===== src/rtl/tone_burst_pkg.sv =====
// Package: tone_burst_pkg
// Holds the shared tone-source type and the decode of the two register
// bits into that type. Assumes the enable bit takes priority over the
// external-mode bit.
package tone_burst_pkg;

    typedef enum logic [1:0] {
        SRC_CONT  = 2'd0,
        SRC_GATED = 2'd1,
        SRC_PASS  = 2'd2
    } tone_src_e;

    // Map enable and external-mode bits to a tone source.
    function automatic tone_src_e decode_src(input logic en, input logic ext);
        if (en)
            return SRC_CONT;
        else if (ext)
            return SRC_PASS;
        else
            return SRC_GATED;
    endfunction

endpackage


===== src/rtl/tbg_pin_sync.sv =====
// Module: tbg_pin_sync
// Multi-flop synchronizer that brings an asynchronous pin into the
// oscillator clock domain. Assumes STAGES >= 2. Cleared by reset.
module tbg_pin_sync #(
    parameter int STAGES = 2
) (
    input  logic clk,
    input  logic rst_n,
    input  logic pin_async,
    output logic pin_sync
);

    logic [STAGES-1:0] chain_q;

    // Shift the pin through the synchronizer chain.
    always_ff @(posedge clk) begin
        if (!rst_n)
            chain_q <= '0;
        else
            chain_q <= {chain_q[STAGES-2:0], pin_async};
    end

    assign pin_sync = chain_q[STAGES-1];

endmodule


===== src/rtl/tbg_divider.sv =====
// Module: tbg_divider
// Divides the oscillator by DIV_RATIO while the gate is open and
// reports the high half of the tone period. A closed gate holds the
// count at phase zero, so every opening begins with a full high half.
// Assumes DIV_RATIO is even and at least 2.
module tbg_divider #(
    parameter int DIV_RATIO = 20
) (
    input  logic clk,
    input  logic rst_n,
    input  logic gate_open,
    output logic phase_hi
);

    localparam int CNT_W = (DIV_RATIO > 2) ? $clog2(DIV_RATIO) : 1;
    localparam logic [CNT_W-1:0] LAST_V = CNT_W'(DIV_RATIO - 1);
    localparam logic [CNT_W-1:0] HALF_V = CNT_W'(DIV_RATIO / 2);

    logic [CNT_W-1:0] cnt_q;

    // Advance the phase counter while the gate is open, else hold at zero.
    always_ff @(posedge clk) begin
        if (!rst_n)
            cnt_q <= '0;
        else if (!gate_open)
            cnt_q <= '0;
        else if (cnt_q == LAST_V)
            cnt_q <= '0;
        else
            cnt_q <= cnt_q + 1'b1;
    end

    assign phase_hi = gate_open && (cnt_q < HALF_V);

endmodule


===== src/rtl/tbg_channel.sv =====
// Module: tbg_channel
// One tone channel: synchronizes its pin, decodes its source, gates its
// own divider and registers the selected tone. Assumes the register
// bits are static outside reset.
module tbg_channel
    import tone_burst_pkg::*;
#(
    parameter int DIV_RATIO   = 20,
    parameter int SYNC_STAGES = 2
) (
    input  logic clk,
    input  logic rst_n,
    input  logic en_bit,
    input  logic ext_bit,
    input  logic pin_async,
    output logic tone_q
);

    tone_src_e src;
    logic      pin_s;
    logic      gate_open;
    logic      phase_hi;
    logic      tone_d;

    tbg_pin_sync #(.STAGES(SYNC_STAGES)) u_sync (
        .clk       (clk),
        .rst_n     (rst_n),
        .pin_async (pin_async),
        .pin_sync  (pin_s)
    );

    // Decode source and open the divider gate for internal-tone modes.
    always_comb begin
        src       = decode_src(en_bit, ext_bit);
        gate_open = (src == SRC_CONT) || ((src == SRC_GATED) && pin_s);
    end

    tbg_divider #(.DIV_RATIO(DIV_RATIO)) u_div (
        .clk       (clk),
        .rst_n     (rst_n),
        .gate_open (gate_open),
        .phase_hi  (phase_hi)
    );

    // Select divided tone or the synchronized external tone.
    always_comb begin
        tone_d = (src == SRC_PASS) ? pin_s : phase_hi;
    end

    // Register the channel output; reset drives it low.
    always_ff @(posedge clk) begin
        if (!rst_n)
            tone_q <= 1'b0;
        else
            tone_q <= tone_d;
    end

endmodule


===== src/rtl/tone_burst_gate.sv =====
// Module: tone_burst_gate
// Top of the tone burst gating controller: NUM_CH independent channels,
// each producing a tone at the oscillator rate divided by DIV_RATIO.
// Assumes clk_osc is the converter oscillator, mod_pin is asynchronous,
// and reset is synchronous and active low.
module tone_burst_gate #(
    parameter int NUM_CH      = 2,
    parameter int DIV_RATIO   = 20,
    parameter int SYNC_STAGES = 2
) (
    input  logic              clk_osc,
    input  logic              rst_n,
    input  logic [NUM_CH-1:0] tone_en,
    input  logic [NUM_CH-1:0] mode_ext,
    input  logic [NUM_CH-1:0] mod_pin,
    output logic [NUM_CH-1:0] tone_out
);

    // One channel instance per output.
    for (genvar ch = 0; ch < NUM_CH; ch++) begin : g_ch
        tbg_channel #(
            .DIV_RATIO   (DIV_RATIO),
            .SYNC_STAGES (SYNC_STAGES)
        ) u_chan (
            .clk       (clk_osc),
            .rst_n     (rst_n),
            .en_bit    (tone_en[ch]),
            .ext_bit   (mode_ext[ch]),
            .pin_async (mod_pin[ch]),
            .tone_q    (tone_out[ch])
        );
    end

endmodule


===== config.mk =====
export PLATFORM = sky130hd
export DESIGN_NAME = tone_burst_gate
export DESIGN_NICKNAME = d
export VERILOG_FILES = /design/src/rtl/tone_burst_pkg.sv /design/src/rtl/tbg_pin_sync.sv /design/src/rtl/tbg_divider.sv /design/src/rtl/tbg_channel.sv /design/src/rtl/tone_burst_gate.sv
export SDC_FILE = /design/constraint.sdc
export NUM_CORES = 1
export LEC_CHECK = 0
export BUFFER_PORTS_ARGS = -buffer_cell sky130_fd_sc_hd__buf_2
export CORE_AREA = 8 8 45 47
export DETAILED_ROUTE_END_ITERATION = 6
export DIE_AREA = 0 0 53 55
export PLACE_DENSITY = 0.61
export SYNTH_ARGS = -nofsm -noshare
export SYNTH_HDL_FRONTEND = slang
export SYNTH_SLANG_ARGS = --single-unit

===== constraint.sdc =====
create_clock -name clk_osc -period 3 [get_ports clk_osc]
set_input_delay 0.45 -clock clk_osc [delete_from_list [all_inputs] [get_ports clk_osc]]
set_output_delay 0.45 -clock clk_osc [all_outputs]
set_load 0.01 [all_outputs]

==> reports/results.ini <==
[outcome]
status=completed

[setup_path]
cp_slowest_cell=dfxtp_1
slowest_delay_ns=0.30
arrival_ns=0.71
startpoint_type=register
critPathMaxFanout=1
critPathKind=register to primary output
startpoint=g_ch[0].u_chan.tone_q$_SDFF_PN0_
reg2reg_from=g_ch[1].u_chan.u_div.cnt_q[0]$_SDFF_PP0_
critical-path-top-delay-family=flip-flops
cp_num_buf_inv=1
critPathCaptureType=primary output
cp.required_ns=2.55
crit_chain=buf_2

[drt]
vias=419
drc=0
drt-total-wl_um=881
dr.pass1.iters=4
vias_per_cell=4.708
drt_iter0_drc=5
drtAntennaViolNets=0
post_drt_wl_per_cell_um=9.899

[layout]
final_cell_mix=16 x dfxtp_1, 14 x nor2_1, 9 x buf_2
num_antenna_cells=0
fin_nets=84
multi_input_area_um2=237.7
final_util=0.4873
layout-drive-gt1-share=0.1781
stdcell_area_um2=674.4
n_fill_cell=142
syn_to_final_growth_pct=14.68
final_common_cell=dfxtp_1
regArea_um2=320.3

[cts]
cts_htree_levels=1
cts_hold_buf=0
clock-root-buffer=clkbuf_4
cts_resized=0
cts.sinks=16
cts_tree=yes
cts_setup_buffers=0
cts_buffers=3
clockBufferDepth=2
clk_latency_ns=0.28
clk_pin_slew_ns=0.09

[power_and_ir_drop]
p_per_area_mw_per_mm2=566.7
peakVddDrop_mv=0.2301
p_leak_nw=0.2738

[floorplanning]
die_area_mm2=0.002915
io_pins=10
die_width_um=53
rows=14
die_y_um=55
initial_core_util=0.4250
core_mm2=0.001384

[sta]
slew_headroom=0.8510
whs_ns=0.3642
fin_setup_tns_ns=0
period_share=0.3877
finalSetupViolations=0
worstMarginPinSlew_ns=0.2234
hold_violations=0
fin_ws_ns=1.837
fmax_ghz=0.8598
finalCriticalPeriod_ns=1.163
clock-skew-final_ns=0.004487
rsz0062_at_grt=false
drv_slew=0

[logic_synthesis]
syn_avg_cell_area_um2=9.485
synth-seq-area-share=0.5447
synth_nets=72
syn_area_um2=588.1
ys_seq_elements=16
netlist_instances=62
yosysUniqueCellTypes=14
yosys_warnings=0

[placed_design]
dp_slack_ns=1.742
placed_cell_area_um2=638.1
io_buffers=9
place.detailed.hpwl_um=683.2
gp_congestion=0.7395

[job]
cap_violations=0

[global_routing]
grtUsageMet2=0.1055
grt_use_met3=0.03476
antenna_found_initial=0
grt_max_degree=10
top_usage_layer=met2
grt_overflow=0
grtUsageMet1=0.08615
grt_pass1_wl_um=1628
grt_pass1_vias=394
grtUsageTotal=0.07739

[worst_hold_path]
hp-class=input port to register
hp-start=mod_pin[0]

## area by class of cell
| type | instances | area share |
|---|---|---|
| inverters | 4 | 0.02226 |
| repair buffers | 9 | 0.06679 |
| multi-input cells | 40 | 0.3525 |
| flip-flops and latches | 16 | 0.4750 |
| clock buffers | 4 | 0.05380 |
| well taps | 16 | 0.02968 |
## cells in the mapped netlist (all sizes together)
| master | number | share of area |
|---|---|---|
| a21oi | 2 | 0.017 |
| a311o | 2 | 0.034 |
| and2 | 4 | 0.043 |
| buf | 2 | 0.026 |
| dfxtp | 16 | 0.54 |
| ha | 2 | 0.043 |
| inv | 4 | 0.026 |
| nand3 | 4 | 0.034 |
| nor2 | 14 | 0.089 |
| nor2b | 2 | 0.021 |
| o21ai | 4 | 0.034 |
| xnor2 | 4 | 0.060 |
| xor2 | 2 | 0.030 |
## worst register-to-register path: stages, from the launching register on
cell     delay [ns]
dfxtp_1        0.33
ha_1           0.24
a311o_1        0.39
nor2_1         0.12
## worst paths after layout
check	endpoint	slack [ns]	cells past startpoint
setup reg to reg	g_ch[1].u_chan.u_div.cnt_q[3]$_SDFF_PP0_	1.86	3
hold / removal	g_ch[0].u_chan.u_sync.chain_q[0]$_SDFF_PN0_	0.36	2
setup / recovery	tone_out[0]	1.84	1
hold reg to reg	g_ch[1].u_chan.u_sync.chain_q[1]$_SDFF_PN0_	0.44	1
## layer usage
layer | vias up | wire, um
met5 | - | 0
met4 | 0 | 18
met3 | 4 | 77
met2 | 12 | 365
met1 | 179 | 420
li1 | 224 | -
## power breakdown
| group | leakage, nW | internal, mW | switching, mW |
|---|---|---|---|
| Clock | 0.0210 | 0.0739 | 0.0663 |
| Sequential | 0.131 | 0.219 | 0.00270 |
| Combinational | 0.122 | 0.0102 | 0.00989 |
| Total | 0.274 | 0.303 | 0.0789 |
## per-stage QoR
stage	instances	total power, mW
after floorplan	62	0.2404
after global placement	85	0.2473
after detailed placement	85	0.2475
after CTS	89	0.3898
after global routing	89	0.4035
final	89	0.3822
## flip-flops by register name, indices dropped and copies added (netlist names)
name and count:
g_ch.u_chan.u_sync.chain_q 4, g_ch.u_chan.u_div.cnt_q 10, g_ch.u_chan.tone_q 2
## kinds of logic after synthesis
logic type	count (synthesis)	share of synthesized area
simple gates	24	0.1872
flops	16	0.5447
compound gates	8	0.08511
xor+xnor	6	0.08936
buf+inv	6	0.05105
fa+ha+maj	2	0.04255
(Power assumes the default switching activity.)
